## config.mk

```make
export PLATFORM = sky130hd
export DESIGN_NAME = vid_frame_seq
export DESIGN_NICKNAME = d
export VERILOG_FILES = /design/src/rtl/vfs_pkg.sv /design/src/rtl/vfs_cfg_latch.sv /design/src/rtl/vfs_vert.sv /design/src/rtl/vfs_horiz.sv /design/src/rtl/vfs_out.sv /design/src/rtl/vid_frame_seq.sv
export SDC_FILE = /design/constraint.sdc
export NUM_CORES = 1
export LEC_CHECK = 0
export BUFFER_PORTS_ARGS = -buffer_cell sky130_fd_sc_hd__buf_2
export CAP_MARGIN = 20
export CORE_MARGIN = 3
export CORE_UTILIZATION = 29
export CTS_BUF_LIST = sky130_fd_sc_hd__clkbuf_8 sky130_fd_sc_hd__clkbuf_16
export DETAILED_ROUTE_END_ITERATION = 10
export HOLD_SLACK_MARGIN = 0.12
export PLACE_DENSITY = 0.49
export SYNTH_ARGS = -nofsm -noshare
export SYNTH_HDL_FRONTEND = slang
export SYNTH_SLANG_ARGS = --single-unit
```

## constraint.sdc

```tcl
create_clock -name clk -period 9.95 [get_ports clk]
set_input_delay 2.4875 -clock clk [delete_from_list [all_inputs] [get_ports clk]]
set_output_delay 2.4875 -clock clk [all_outputs]
set_load 0.005 [all_outputs]
```

## src/rtl/vfs_pkg.sv

```systemverilog
package vfs_pkg;
  typedef enum logic [2:0] {
    RG_STOP  = 3'd0,
    RG_SYNC  = 3'd1,
    RG_BACK  = 3'd2,
    RG_PIXEL = 3'd3,
    RG_FILL  = 3'd4,
    RG_FRONT = 3'd5
  } region_t;

  typedef enum logic [1:0] {
    CH_WAIT, CH_PIX, CH_FILL, CH_DONE
  } chunk_st_t;

  localparam logic [1:0] VP_SYNC  = 2'd0;
  localparam logic [1:0] VP_BACK  = 2'd1;
  localparam logic [1:0] VP_ACT   = 2'd2;
  localparam logic [1:0] VP_FRONT = 2'd3;

  localparam int LP_HFP   = 0;
  localparam int LP_HBP   = 1;
  localparam int LP_VFP   = 2;
  localparam int LP_VACT  = 3;
  localparam int LP_VBP   = 4;
  localparam int LP_VSYNC = 5;
  localparam int LP_BITS  = 6;
endpackage

```

## src/rtl/vfs_cfg_latch.sv

```systemverilog
module vfs_cfg_latch #(
  parameter int CNT_W  = 16,
  parameter int VB_W   = 10,
  parameter int VACT_W = 12,
  parameter int NULL_W = 10,
  parameter int LP_W   = 6
) (
  input  logic                  clk,
  input  logic                  rst,
  input  logic                  soft_rst_n,
  input  logic [CNT_W-1:0]      cfg_line_cyc,
  input  logic [2*CNT_W-1:0]    cfg_hblank,
  input  logic [3*VB_W-1:0]     cfg_vblank,
  input  logic [VACT_W-1:0]     cfg_vact,
  input  logic [2*CNT_W-1:0]    cfg_pkt,
  input  logic [NULL_W-1:0]     cfg_null,
  input  logic                  cfg_burst,
  input  logic [LP_W-1:0]       cfg_lp_en,
  output logic [CNT_W-1:0]      s_line,
  output logic [CNT_W-1:0]      s_hs,
  output logic [CNT_W-1:0]      s_hbp,
  output logic [VB_W-1:0]       s_vs,
  output logic [VB_W-1:0]       s_vbp,
  output logic [VB_W-1:0]       s_vfp,
  output logic [VACT_W-1:0]     s_vact,
  output logic [CNT_W-1:0]      s_pkt,
  output logic [CNT_W-1:0]      s_chunks,
  output logic [NULL_W-1:0]     s_null,
  output logic                  s_burst,
  output logic [LP_W-1:0]       s_lp
);
  always_ff @(posedge clk) begin
    if (rst) begin
      s_line   <= '0;
      s_hs     <= '0;
      s_hbp    <= '0;
      s_vs     <= '0;
      s_vbp    <= '0;
      s_vfp    <= '0;
      s_vact   <= '0;
      s_pkt    <= '0;
      s_chunks <= '0;
      s_null   <= '0;
      s_burst  <= 1'b0;
      s_lp     <= '0;
    end else if (!soft_rst_n) begin
      s_line   <= cfg_line_cyc;
      s_hs     <= cfg_hblank[2*CNT_W-1:CNT_W];
      s_hbp    <= cfg_hblank[CNT_W-1:0];
      s_vs     <= cfg_vblank[3*VB_W-1:2*VB_W];
      s_vbp    <= cfg_vblank[2*VB_W-1:VB_W];
      s_vfp    <= cfg_vblank[VB_W-1:0];
      s_vact   <= cfg_vact;
      s_pkt    <= cfg_pkt[CNT_W-1:0];
      s_chunks <= cfg_pkt[2*CNT_W-1:CNT_W];
      s_null   <= cfg_null;
      s_burst  <= cfg_burst;
      s_lp     <= cfg_lp_en;
    end
  end
endmodule

```

## src/rtl/vfs_vert.sv

```systemverilog
module vfs_vert #(
  parameter int VB_W   = 10,
  parameter int VACT_W = 12
) (
  input  logic              clk,
  input  logic              rst,
  input  logic              run,
  input  logic              line_end,
  input  logic [VB_W-1:0]   s_vs,
  input  logic [VB_W-1:0]   s_vbp,
  input  logic [VACT_W-1:0] s_vact,
  input  logic [VB_W-1:0]   s_vfp,
  output logic [1:0]        phase,
  output logic              act_line
);
  import vfs_pkg::*;
  localparam int VCNT_W = (VB_W > VACT_W) ? VB_W : VACT_W;

  logic [VCNT_W-1:0] cnt_arr [4];
  logic [VCNT_W-1:0] vcnt_q;
  logic [1:0]        ph_q, eff, nxt, cand_a, cand_b;
  logic              hit_a, hit_b;

  assign cnt_arr[0] = VCNT_W'(s_vs);
  assign cnt_arr[1] = VCNT_W'(s_vbp);
  assign cnt_arr[2] = VCNT_W'(s_vact);
  assign cnt_arr[3] = VCNT_W'(s_vfp);

  // effective phase: first phase with lines, starting at the stored one
  always_comb begin
    eff    = ph_q;
    hit_a  = 1'b0;
    cand_a = ph_q;
    for (int k = 0; k < 4; k++) begin
      cand_a = ph_q + 2'(k);
      if (!hit_a && cnt_arr[cand_a] != '0) begin
        eff   = cand_a;
        hit_a = 1'b1;
      end
    end
  end

  // phase that follows the effective one
  always_comb begin
    nxt    = VP_SYNC;
    hit_b  = 1'b0;
    cand_b = eff;
    for (int k = 1; k <= 4; k++) begin
      cand_b = eff + 2'(k);
      if (!hit_b && cnt_arr[cand_b] != '0) begin
        nxt   = cand_b;
        hit_b = 1'b1;
      end
    end
  end

  always_ff @(posedge clk) begin
    if (rst || !run) begin
      ph_q   <= VP_SYNC;
      vcnt_q <= '0;
    end else if (line_end) begin
      if (({1'b0, vcnt_q} + 1'b1) >= {1'b0, cnt_arr[eff]}) begin
        ph_q   <= nxt;
        vcnt_q <= '0;
      end else begin
        ph_q   <= eff;
        vcnt_q <= vcnt_q + 1'b1;
      end
    end
  end

  assign phase    = eff;
  assign act_line = (eff == VP_ACT);
endmodule

```

## src/rtl/vfs_horiz.sv

```systemverilog
module vfs_horiz #(
  parameter int CNT_W   = 16,
  parameter int NULL_W  = 10,
  parameter int HDR_CYC = 6
) (
  input  logic                  clk,
  input  logic                  rst,
  input  logic                  run,
  input  logic                  act_line,
  input  logic [CNT_W-1:0]      s_line,
  input  logic [CNT_W-1:0]      s_hs,
  input  logic [CNT_W-1:0]      s_hbp,
  input  logic [CNT_W-1:0]      s_pkt,
  input  logic [CNT_W-1:0]      s_chunks,
  input  logic [NULL_W-1:0]     s_null,
  input  logic                  s_burst,
  output vfs_pkg::region_t      region_c,
  output logic                  line_end,
  output logic                  sync_c,
  output logic                  pix_c,
  output logic                  fill_c
);
  import vfs_pkg::*;
  localparam int SEG_W = CNT_W + 1;

  logic [CNT_W-1:0] hpos_q, idx_q, cur_idx, nx_idx, n_eff;
  logic [SEG_W-1:0] left_q, cur_left, nx_left, pix_len, fill_len, back_end;
  chunk_st_t        st_q, cur_st, nx_st;
  logic             starting;

  assign pix_len  = SEG_W'(s_pkt) + SEG_W'(HDR_CYC);
  assign fill_len = (s_burst || s_null == '0) ? '0 : SEG_W'(s_null) + SEG_W'(HDR_CYC);
  assign n_eff    = (s_burst || s_chunks == '0) ? CNT_W'(1) : s_chunks;
  assign back_end = SEG_W'(s_hs) + SEG_W'(s_hbp);
  assign line_end = (SEG_W'(hpos_q) + 1'b1) >= SEG_W'(s_line);
  assign starting = act_line && (st_q == CH_WAIT) && (SEG_W'(hpos_q) == back_end);

  always_comb begin
    cur_st   = starting ? CH_PIX : st_q;
    cur_left = starting ? pix_len : left_q;
    cur_idx  = starting ? '0 : idx_q;
  end

  always_comb begin
    nx_st   = cur_st;
    nx_left = cur_left;
    nx_idx  = cur_idx;
    if (cur_st == CH_PIX || cur_st == CH_FILL) begin
      if (cur_left > SEG_W'(1)) begin
        nx_left = cur_left - 1'b1;
      end else if (cur_st == CH_PIX && fill_len != '0) begin
        nx_st   = CH_FILL;
        nx_left = fill_len;
      end else if (({1'b0, cur_idx} + 1'b1) < {1'b0, n_eff}) begin
        nx_st   = CH_PIX;
        nx_left = pix_len;
        nx_idx  = cur_idx + 1'b1;
      end else begin
        nx_st   = CH_DONE;
      end
    end
  end

  always_comb begin
    if (hpos_q < s_hs)                    region_c = RG_SYNC;
    else if (SEG_W'(hpos_q) < back_end)   region_c = RG_BACK;
    else if (cur_st == CH_PIX)            region_c = RG_PIXEL;
    else if (cur_st == CH_FILL)           region_c = RG_FILL;
    else                                  region_c = RG_FRONT;
  end

  assign sync_c = (hpos_q == '0);
  assign pix_c  = (cur_st == CH_PIX)  && (cur_left == pix_len);
  assign fill_c = (cur_st == CH_FILL) && (cur_left == fill_len);

  always_ff @(posedge clk) begin
    if (rst || !run || line_end) begin
      hpos_q <= '0;
      st_q   <= CH_WAIT;
      left_q <= '0;
      idx_q  <= '0;
    end else begin
      hpos_q <= hpos_q + 1'b1;
      st_q   <= nx_st;
      left_q <= nx_left;
      idx_q  <= nx_idx;
    end
  end
endmodule

```

## src/rtl/vfs_out.sv

```systemverilog
module vfs_out (
  input  logic             clk,
  input  logic             rst,
  input  logic             run,
  input  vfs_pkg::region_t region_c,
  input  logic [1:0]       phase,
  input  logic [5:0]       s_lp,
  input  logic             sync_c,
  input  logic             pix_c,
  input  logic             fill_c,
  output logic [2:0]       region_o,
  output logic [1:0]       vphase_o,
  output logic             lp_ok_o,
  output logic             sync_stb_o,
  output logic             pix_stb_o,
  output logic             fill_stb_o
);
  import vfs_pkg::*;
  logic hbit, lp_c;

  always_comb begin
    hbit = (region_c == RG_BACK) ? s_lp[LP_HBP] : s_lp[LP_HFP];
    lp_c = 1'b0;
    if (region_c == RG_BACK || region_c == RG_FRONT) begin
      case (phase)
        VP_ACT:  lp_c = s_lp[LP_VACT] & hbit;
        VP_SYNC: lp_c = s_lp[LP_VSYNC];
        VP_BACK: lp_c = s_lp[LP_VBP];
        default: lp_c = s_lp[LP_VFP];
      endcase
    end
  end

  always_ff @(posedge clk) begin
    if (rst || !run) begin
      region_o   <= RG_STOP;
      vphase_o   <= VP_SYNC;
      lp_ok_o    <= 1'b0;
      sync_stb_o <= 1'b0;
      pix_stb_o  <= 1'b0;
      fill_stb_o <= 1'b0;
    end else begin
      region_o   <= region_c;
      vphase_o   <= phase;
      lp_ok_o    <= lp_c;
      sync_stb_o <= sync_c;
      pix_stb_o  <= pix_c;
      fill_stb_o <= fill_c;
    end
  end
endmodule

```

## src/rtl/vid_frame_seq.sv

```systemverilog
module vid_frame_seq #(
  parameter int CNT_W   = 16,
  parameter int VB_W    = 10,
  parameter int VACT_W  = 12,
  parameter int NULL_W  = 10,
  parameter int HDR_CYC = 6
) (
  input  logic               clk,
  input  logic               rst,
  input  logic               soft_rst_n,
  input  logic [CNT_W-1:0]   cfg_line_cyc,
  input  logic [2*CNT_W-1:0] cfg_hblank,
  input  logic [3*VB_W-1:0]  cfg_vblank,
  input  logic [VACT_W-1:0]  cfg_vact,
  input  logic [2*CNT_W-1:0] cfg_pkt,
  input  logic [NULL_W-1:0]  cfg_null,
  input  logic               cfg_burst,
  input  logic [5:0]         cfg_lp_en,
  output logic [2:0]         region_o,
  output logic [1:0]         vphase_o,
  output logic               lp_ok_o,
  output logic               sync_stb_o,
  output logic               pix_stb_o,
  output logic               fill_stb_o
);
  import vfs_pkg::*;

  logic [CNT_W-1:0]  s_line, s_hs, s_hbp, s_pkt, s_chunks;
  logic [VB_W-1:0]   s_vs, s_vbp, s_vfp;
  logic [VACT_W-1:0] s_vact;
  logic [NULL_W-1:0] s_null;
  logic              s_burst;
  logic [5:0]        s_lp;
  logic [1:0]        phase;
  logic              act_line, line_end, sync_c, pix_c, fill_c;
  region_t           region_c;

  vfs_cfg_latch #(.CNT_W(CNT_W), .VB_W(VB_W), .VACT_W(VACT_W), .NULL_W(NULL_W), .LP_W(LP_BITS)) u_cfg (
    .clk(clk), .rst(rst), .soft_rst_n(soft_rst_n),
    .cfg_line_cyc(cfg_line_cyc), .cfg_hblank(cfg_hblank), .cfg_vblank(cfg_vblank),
    .cfg_vact(cfg_vact), .cfg_pkt(cfg_pkt), .cfg_null(cfg_null),
    .cfg_burst(cfg_burst), .cfg_lp_en(cfg_lp_en),
    .s_line(s_line), .s_hs(s_hs), .s_hbp(s_hbp), .s_vs(s_vs), .s_vbp(s_vbp),
    .s_vfp(s_vfp), .s_vact(s_vact), .s_pkt(s_pkt), .s_chunks(s_chunks),
    .s_null(s_null), .s_burst(s_burst), .s_lp(s_lp)
  );

  vfs_vert #(.VB_W(VB_W), .VACT_W(VACT_W)) u_vert (
    .clk(clk), .rst(rst), .run(soft_rst_n), .line_end(line_end),
    .s_vs(s_vs), .s_vbp(s_vbp), .s_vact(s_vact), .s_vfp(s_vfp),
    .phase(phase), .act_line(act_line)
  );

  vfs_horiz #(.CNT_W(CNT_W), .NULL_W(NULL_W), .HDR_CYC(HDR_CYC)) u_horiz (
    .clk(clk), .rst(rst), .run(soft_rst_n), .act_line(act_line),
    .s_line(s_line), .s_hs(s_hs), .s_hbp(s_hbp), .s_pkt(s_pkt),
    .s_chunks(s_chunks), .s_null(s_null), .s_burst(s_burst),
    .region_c(region_c), .line_end(line_end),
    .sync_c(sync_c), .pix_c(pix_c), .fill_c(fill_c)
  );

  vfs_out u_out (
    .clk(clk), .rst(rst), .run(soft_rst_n), .region_c(region_c),
    .phase(phase), .s_lp(s_lp), .sync_c(sync_c), .pix_c(pix_c), .fill_c(fill_c),
    .region_o(region_o), .vphase_o(vphase_o), .lp_ok_o(lp_ok_o),
    .sync_stb_o(sync_stb_o), .pix_stb_o(pix_stb_o), .fill_stb_o(fill_stb_o)
  );
endmodule

```

==> results.yml, run 1 <==
placed_design:
  place_congestion: 0.904
  pre_cts_slack_ns: 1.58
  placed_cells: 2289
  place_area_um2: 15000
  port_buffers: 150
  dp_hpwl_um: 30600
worst_setup_path:
  worstPathBufferInverterCount: 2
  critPathLaunchType: "register"
  path_delay_family: "simple AND/OR/NAND/NOR gates"
  cp.required_ns: 10.39
  critPathKind: "reg -> reg"
  crit_cells: 30
  arrival_ns: 8.83
  worst_path_max_delay_cell: "o31ai_1"
  critPathMaxStageDelay_ns: 0.91
  endpoint_kind: "register"
  path_max_fanout: 19
  cp_common_cell: "and3_1"
  reg2reg_depth: 30
synth:
  synth-seq-cells: 213
  ys_seq_area_share_pct: 31.2
  synth_edf_count: 0
  syn_area_um2: 13700
  yosysTopAreaCellShare_pct: 31.2
  yosysWarnings: 0
  synthCells: 1600
  synth_fp_nets: 1848
  yosysUniqueCellTypes: 73
  syn_avg_cell_area_um2: 8.55
  synthTopCellsByArea: "dfxtp_1 (31%), mux2i_1 (14%), ha_1 (9.6%)"
  async_flop_share_pct: 0
  synth_top_cell_by_area: "dfxtp_1"
  ys.flop_type: "dfxtp_1"
clock_tree:
  cts_setup_buffers: 0
  cts.repair.resized: 0
  holdBufCountCts: 0
  cts_buffers: 27
  cts-root-buf: "clkbuf_16"
  path_clk_slew_ns: 0.06
  cts.sinks: 213
  cts_tree: "built"
  htreeDepth: 1
  clkLatencyLatePin_ns: 0.56
  clockBufferDepth: 3
finish:
  n_antenna_cell: 0
  instances_no_fill: 2338
  design_area_um2: 15900
  syn_to_final_growth_pct: 16.1
  fin_nets: 1966
  fin_util_pct: 34.5
  multiInputGateArea_um2: 8850
  ff_latch_area_um2: 4260
  num-fill-cells: 4855
  drive_gt1_share_pct: 14.3
die:
  dieArea_um2: 49800
  start_util_pct: 29.7
  core_area_um2: 46000
  fp.dieH_um: 223
  rows: 78
  die_w_um: 223
  io_pins: 151
routing:
  ant_nets: 0
  vias_per_cell: 5.02
  dr.pass1.iters: 5
  drt-initial-drc-count: 646
  via_count: 11700
  routed_wl_um: 40400
  drc: 0
  wire_per_inst_um: 17.3
sta:
  fin_setup_tns_ns: 0
  period_share_pct: 84.4
  setup_viol: 0
  worst_slew_pin_slew_ns: 1.11
  maxSlewHeadroom_pct: 26.3
  drv_slew: 0
  period_needed_ns: 8.40
  clock.fmax_mhz: 119
  whs_ns: 0.498
  grt_setup_unrepaired: "false"
  hold_violations: 0
  fin_skew_ns: 0.0247
  fin_ws_ns: 1.55
power:
  internal-power_mw: 1.63
  total_power_mw: 2.27
  share_seq_of_total_power_pct: 40.7
  sw_frac_of_total_pct: 28.1
  p_switching_mw: 0.638
  power_density_nw_per_um2: 143
  peakVddDrop_mv: 0.0998
  clock_power_share_pct: 43.7
  p_leak_nw: 7.05
  combPwrFrac_pct: 15.6
grt:
  grt_use_total_pct: 15.8
  grt_max_degree: 91
  globalRouteOverflowTotal: 0
  grt_pass1_wl_um: 64300
  grt_antenna_before_repair: 0
  grt_pass1_vias: 11600
run_status:
  outcome: "finished clean"
worst_hold_path:
  holdPathStages: 2
  min_path_type: "reg -> reg"
run:
  maxCapViolCount: 0
-- worst reg2reg max path: cells and delay by family (launching register included) --
family                     cells  cell delay [ns]
AOI/OAI and AO/OA              9             2.54
xor gates and xnor gates       1             0.15
adders and majority gates      3             0.82
buffers and inverters          2             0.42
DFF                            1             0.33
muxes                          1             0.23
and+or+nand+nor               14             3.79
-- routing by layer --
layer	global-route usage, %	share of wire (%)
met5	0	0
met4	4.14	2.1
met3	2.22	4.6
met2	25.2	44
met1	22.5	49
-- kinds of logic after synthesis --
logic type	share of synthesized area, %
compound gates	12.2
xor+xnor	6.85
mux	15.4
simple gates	20.5
flops	31.2
fa+ha+maj	9.75
buf+inv	4.11
-- worst paths after layout --
path                                                     from                       endpoint  slack (ns)
worst max-delay path              u_cfg.s_vfp[4]$_SDFFE_PP0N_    u_horiz.idx_q[1]$_SDFF_PP0_        1.55
worst min-delay path            u_cfg.s_line[11]$_SDFFE_PP0N_  u_cfg.s_line[11]$_SDFFE_PP0N_        0.50
worst max register to register    u_cfg.s_vfp[4]$_SDFFE_PP0N_    u_horiz.idx_q[1]$_SDFF_PP0_        1.55
worst min register to register  u_cfg.s_line[11]$_SDFFE_PP0N_  u_cfg.s_line[11]$_SDFFE_PP0N_        0.50
-- cell type report --
cell class	count	share of cell area, %
Inverter	62	1.47
Timing Repair Buffer	167	5.60
Clock inverter	20	1.18
Clock buffer	29	4.43
Multi-Input combinational cell	1247	55.7
Tap cell	600	4.73
Sequential cell	213	26.9
-- power groups by stage --
stage                     Sequential, mW  Clock (mW)  Combinational, mW
final                              0.924       0.993              0.353
after global routing               0.930        1.06              0.395
after CTS                          0.925        1.03              0.355
after detailed placement           0.944           0              0.353
after global placement             0.942           0              0.350
after floorplan                    0.927           0              0.258
-- sequential cells by signal, indices dropped and copies added (netlist names), 2 cells and up --
register,cells
u_horiz.left_q,17
u_cfg.s_chunks,16
u_cfg.s_hbp,16
u_cfg.s_hs,16
u_cfg.s_line,16
u_cfg.s_pkt,16
u_horiz.hpos_q,16
u_horiz.idx_q,16
u_cfg.s_vact,12
u_vert.vcnt_q,12
u_cfg.s_null,10
u_cfg.s_vbp,10
u_cfg.s_vfp,10
u_cfg.s_vs,10
u_cfg.s_lp,6
u_out.region_o,3
u_horiz.st_q,2
u_out.vphase_o,2
u_vert.ph_q,2
-- cells in the mapped netlist, types with 30 or more instances --
library cell	instances
nor2_1	246
dfxtp_1	213
mux2i_1	190
ha_1	105
nand2_1	86
a21oi_1	61
inv_1	61
xnor2_1	56
clkbuf_1	51
xor2_1	51
nand3_1	48
o21ai_0	30
-- placed cells by master, fill, tap and decap left out, types with 16 or more instances in the layout --
master,n
mux2_2,16
nor2_1,246
buf_4,18
nand3_1,48
xnor2_1,56
and2_1,22
nor2b_1,17
buf_2,148
xor2_1,51
a21oi_1,61
mux2i_1,190
nor4_1,28
and3_1,28
inv_1,66
nand2_1,86
clkbuf_16,27
o21ai_0,30
ha_1,105
nand4_1,27
nor3_1,25
a31oi_1,17
a21o_1,27
dfxtp_1,213
Note: power is estimated with default switching activity, not from simulation.
==> run 2: changes to the inputs <==
clock period = 8.3 ns   (was 9.95 ns; I/O delays follow)
==> run 2 against run 1 <==
Fmax grew 9.7%. Sequential power rose by 20%. Clock skew shrank 0.013 ns. Register-to-register slack worse by 0.90 ns. Wire length about the same. Via count is 0.74% higher. Core utilization increased by 0.19 points. Setup slack got worse by 0.90 ns. Total power up 21%. Die area stayed put. Sequential share of layout area decreased by 0.14 points. First-iteration DRC count rose by 0.62%. Critical endpoint is now u_horiz.left_q[5]$_SDFF_PP0_.
==> results.yml, run 2 (same netlist as run 1, synthesis figures left out) <==
sta:
  period_needed_ns: 7.65
  maxSlewHeadroom_pct: 24.2
  worst_slew_pin_slew_ns: 1.14
  fin_skew_ns: 0.0116
  hold_violations: 0
  setup_viol: 0
  clock.fmax_mhz: 131
  period_share_pct: 92.2
  drv_slew: 0
  grt_setup_unrepaired: "false"
  fin_setup_tns_ns: 0
worst_setup_path:
  cp.required_ns: 8.77
  endpoint_kind: "register"
  critPathMaxStageDelay_ns: 0.49
  path_max_fanout: 10
  critPathKind: "reg -> reg"
  critPathLaunchType: "register"
  arrival_ns: 8.12
  worst_path_max_delay_cell: "or4_1"
routing:
  wire_per_inst_um: 17.3
  ant_nets: 0
  wl_met2_um: 17900
  wl_met3_um: 1870
  routed.top_layer: "met5"
  dr.pass1.iters: 5
  drc: 0
  drt-initial-drc-count: 650
  via_count: 11800
  routed_wl_um: 40500
  vias_per_cell: 5.05
  wl_met1_um: 19600
clock_tree:
  clockBufferDepth: 3
  holdBufCountCts: 0
  cts_tree: "built"
  clkLatencyLatePin_ns: 0.55
  cts_buffers: 27
  htreeDepth: 1
  cts.sinks: 213
  cts-root-buf: "clkbuf_16"
  path_clk_slew_ns: 0.06
run:
  maxCapViolCount: 0
finish:
  design_area_um2: 16000
  n_antenna_cell: 0
  largest_reg_flops: 17
  drive_gt1_share_pct: 14.5
  regMostFlops: "u_horiz.left_q"
  final_cell_mix: "nor2_1 (246), dfxtp_1 (213), mux2i_1 (190)"
  fin_nets: 1971
  num-fill-cells: 4763
  syn_to_final_growth_pct: 16.7
  final_common_cell: "nor2_1"
die:
  die_w_um: 223
  core_area_um2: 46000
  io_pins: 151
  dieArea_um2: 49800
  start_util_pct: 29.7
  rows: 78
  fp.dieH_um: 223
grt:
  grt_pass1_wl_um: 64700
  grt_use_total_pct: 15.9
  globalRouteOverflowTotal: 0
  grt_max_degree: 92
  grt_pass1_vias: 11800
  grt_antenna_before_repair: 2
power:
  peakVddDrop_mv: 0.123
  p_leak_nw: 7.10
  power_density_nw_per_um2: 173
worst_hold_path:
  min_path_type: "reg -> reg"
placed_design:
  port_buffers: 150
  dp_hpwl_um: 30400
  place_congestion: 0.886
  place_area_um2: 15000
run_status:
  outcome: "finished clean"
## run 2: cell types whose count changed in the layout (fill, tap and decap cells not counted), sizes merged
cell	change
bufinv	+1
inv	-1
clkbuf	+2
buf	+5
clkinv	-2
clkinvlp	-2
## run 2: area by class of cell
class	count	area, µm²	share of cell area, %
Clock buffer	31	731	4.58
Sequential cell	213	4260	26.7
Clock inverter	16	181	1.14
Tap cell	600	751	4.70
Multi-Input combinational cell	1247	8850	55.5
Inverter	62	233	1.46
Timing Repair Buffer	172	947	5.93
## run 2: critical path, delay by kind of cell (launching register included)
family	cells	cell delay, ns
AOI/OAI and AO/OA	9	1.99
xor gates and xnor gates	2	0.28
adders and majority gates	5	1.45
buffers and inverters	4	0.64
DFF	1	0.36
muxes	2	0.32
and+or+nand+nor	12	2.52
## run 2: per-stage QoR
| stage | setup slack (ns) | utilization, % | instances | hold slack, ns | power (mW) |
|---|---|---|---|---|---|
| floorplan | 0.644 | - | 1600 | 0.454 | 1.42 |
| global placement | 0.484 | 32.6 | 2292 | 0.475 | 1.55 |
| detailed placement | 0.390 | 32.6 | 2292 | 0.488 | 1.56 |
| CTS | 0.338 | 34.6 | 2339 | 0.503 | 2.79 |
| global route | 0.0834 | 34.7 | 2341 | 0.529 | 2.90 |
| finish | 0.650 | 34.7 | 2341 | 0.496 | 2.76 |
## run 2: worst paths after layout
check	from	end	slack (ns)	depth (start not counted)
min reg2reg	u_cfg.s_line[8]$_SDFFE_PP0N_	u_cfg.s_line[8]$_SDFFE_PP0N_	0.50	2
max reg2reg	u_cfg.s_hs[0]$_SDFFE_PP0N_	u_horiz.left_q[5]$_SDFF_PP0_	0.65	34
max	u_cfg.s_hs[0]$_SDFFE_PP0N_	u_horiz.left_q[5]$_SDFF_PP0_	0.65	34
min	u_cfg.s_line[8]$_SDFFE_PP0N_	u_cfg.s_line[8]$_SDFFE_PP0N_	0.50	2
## run 2: layer usage
metal	vias to the layer above	GRT usage [%]
li1	5966	-
met5	-	0
met2	268	25.6
met1	5520	21.9
met3	59	2.67
met4	2	4.33
## run 2: what timing repair did
item,in CTS,in global routing
resized for setup,0,2
endpoints found under the setup margin,0,34
buffers inserted,0,1
## run 2: power breakdown
part / leakage, nW / internal [mW] / switching, mW
Combinational: 4.88 / 0.190 / 0.235
Sequential: 1.74 / 1.07 / 0.0438
Clock: 0.473 / 0.748 / 0.474
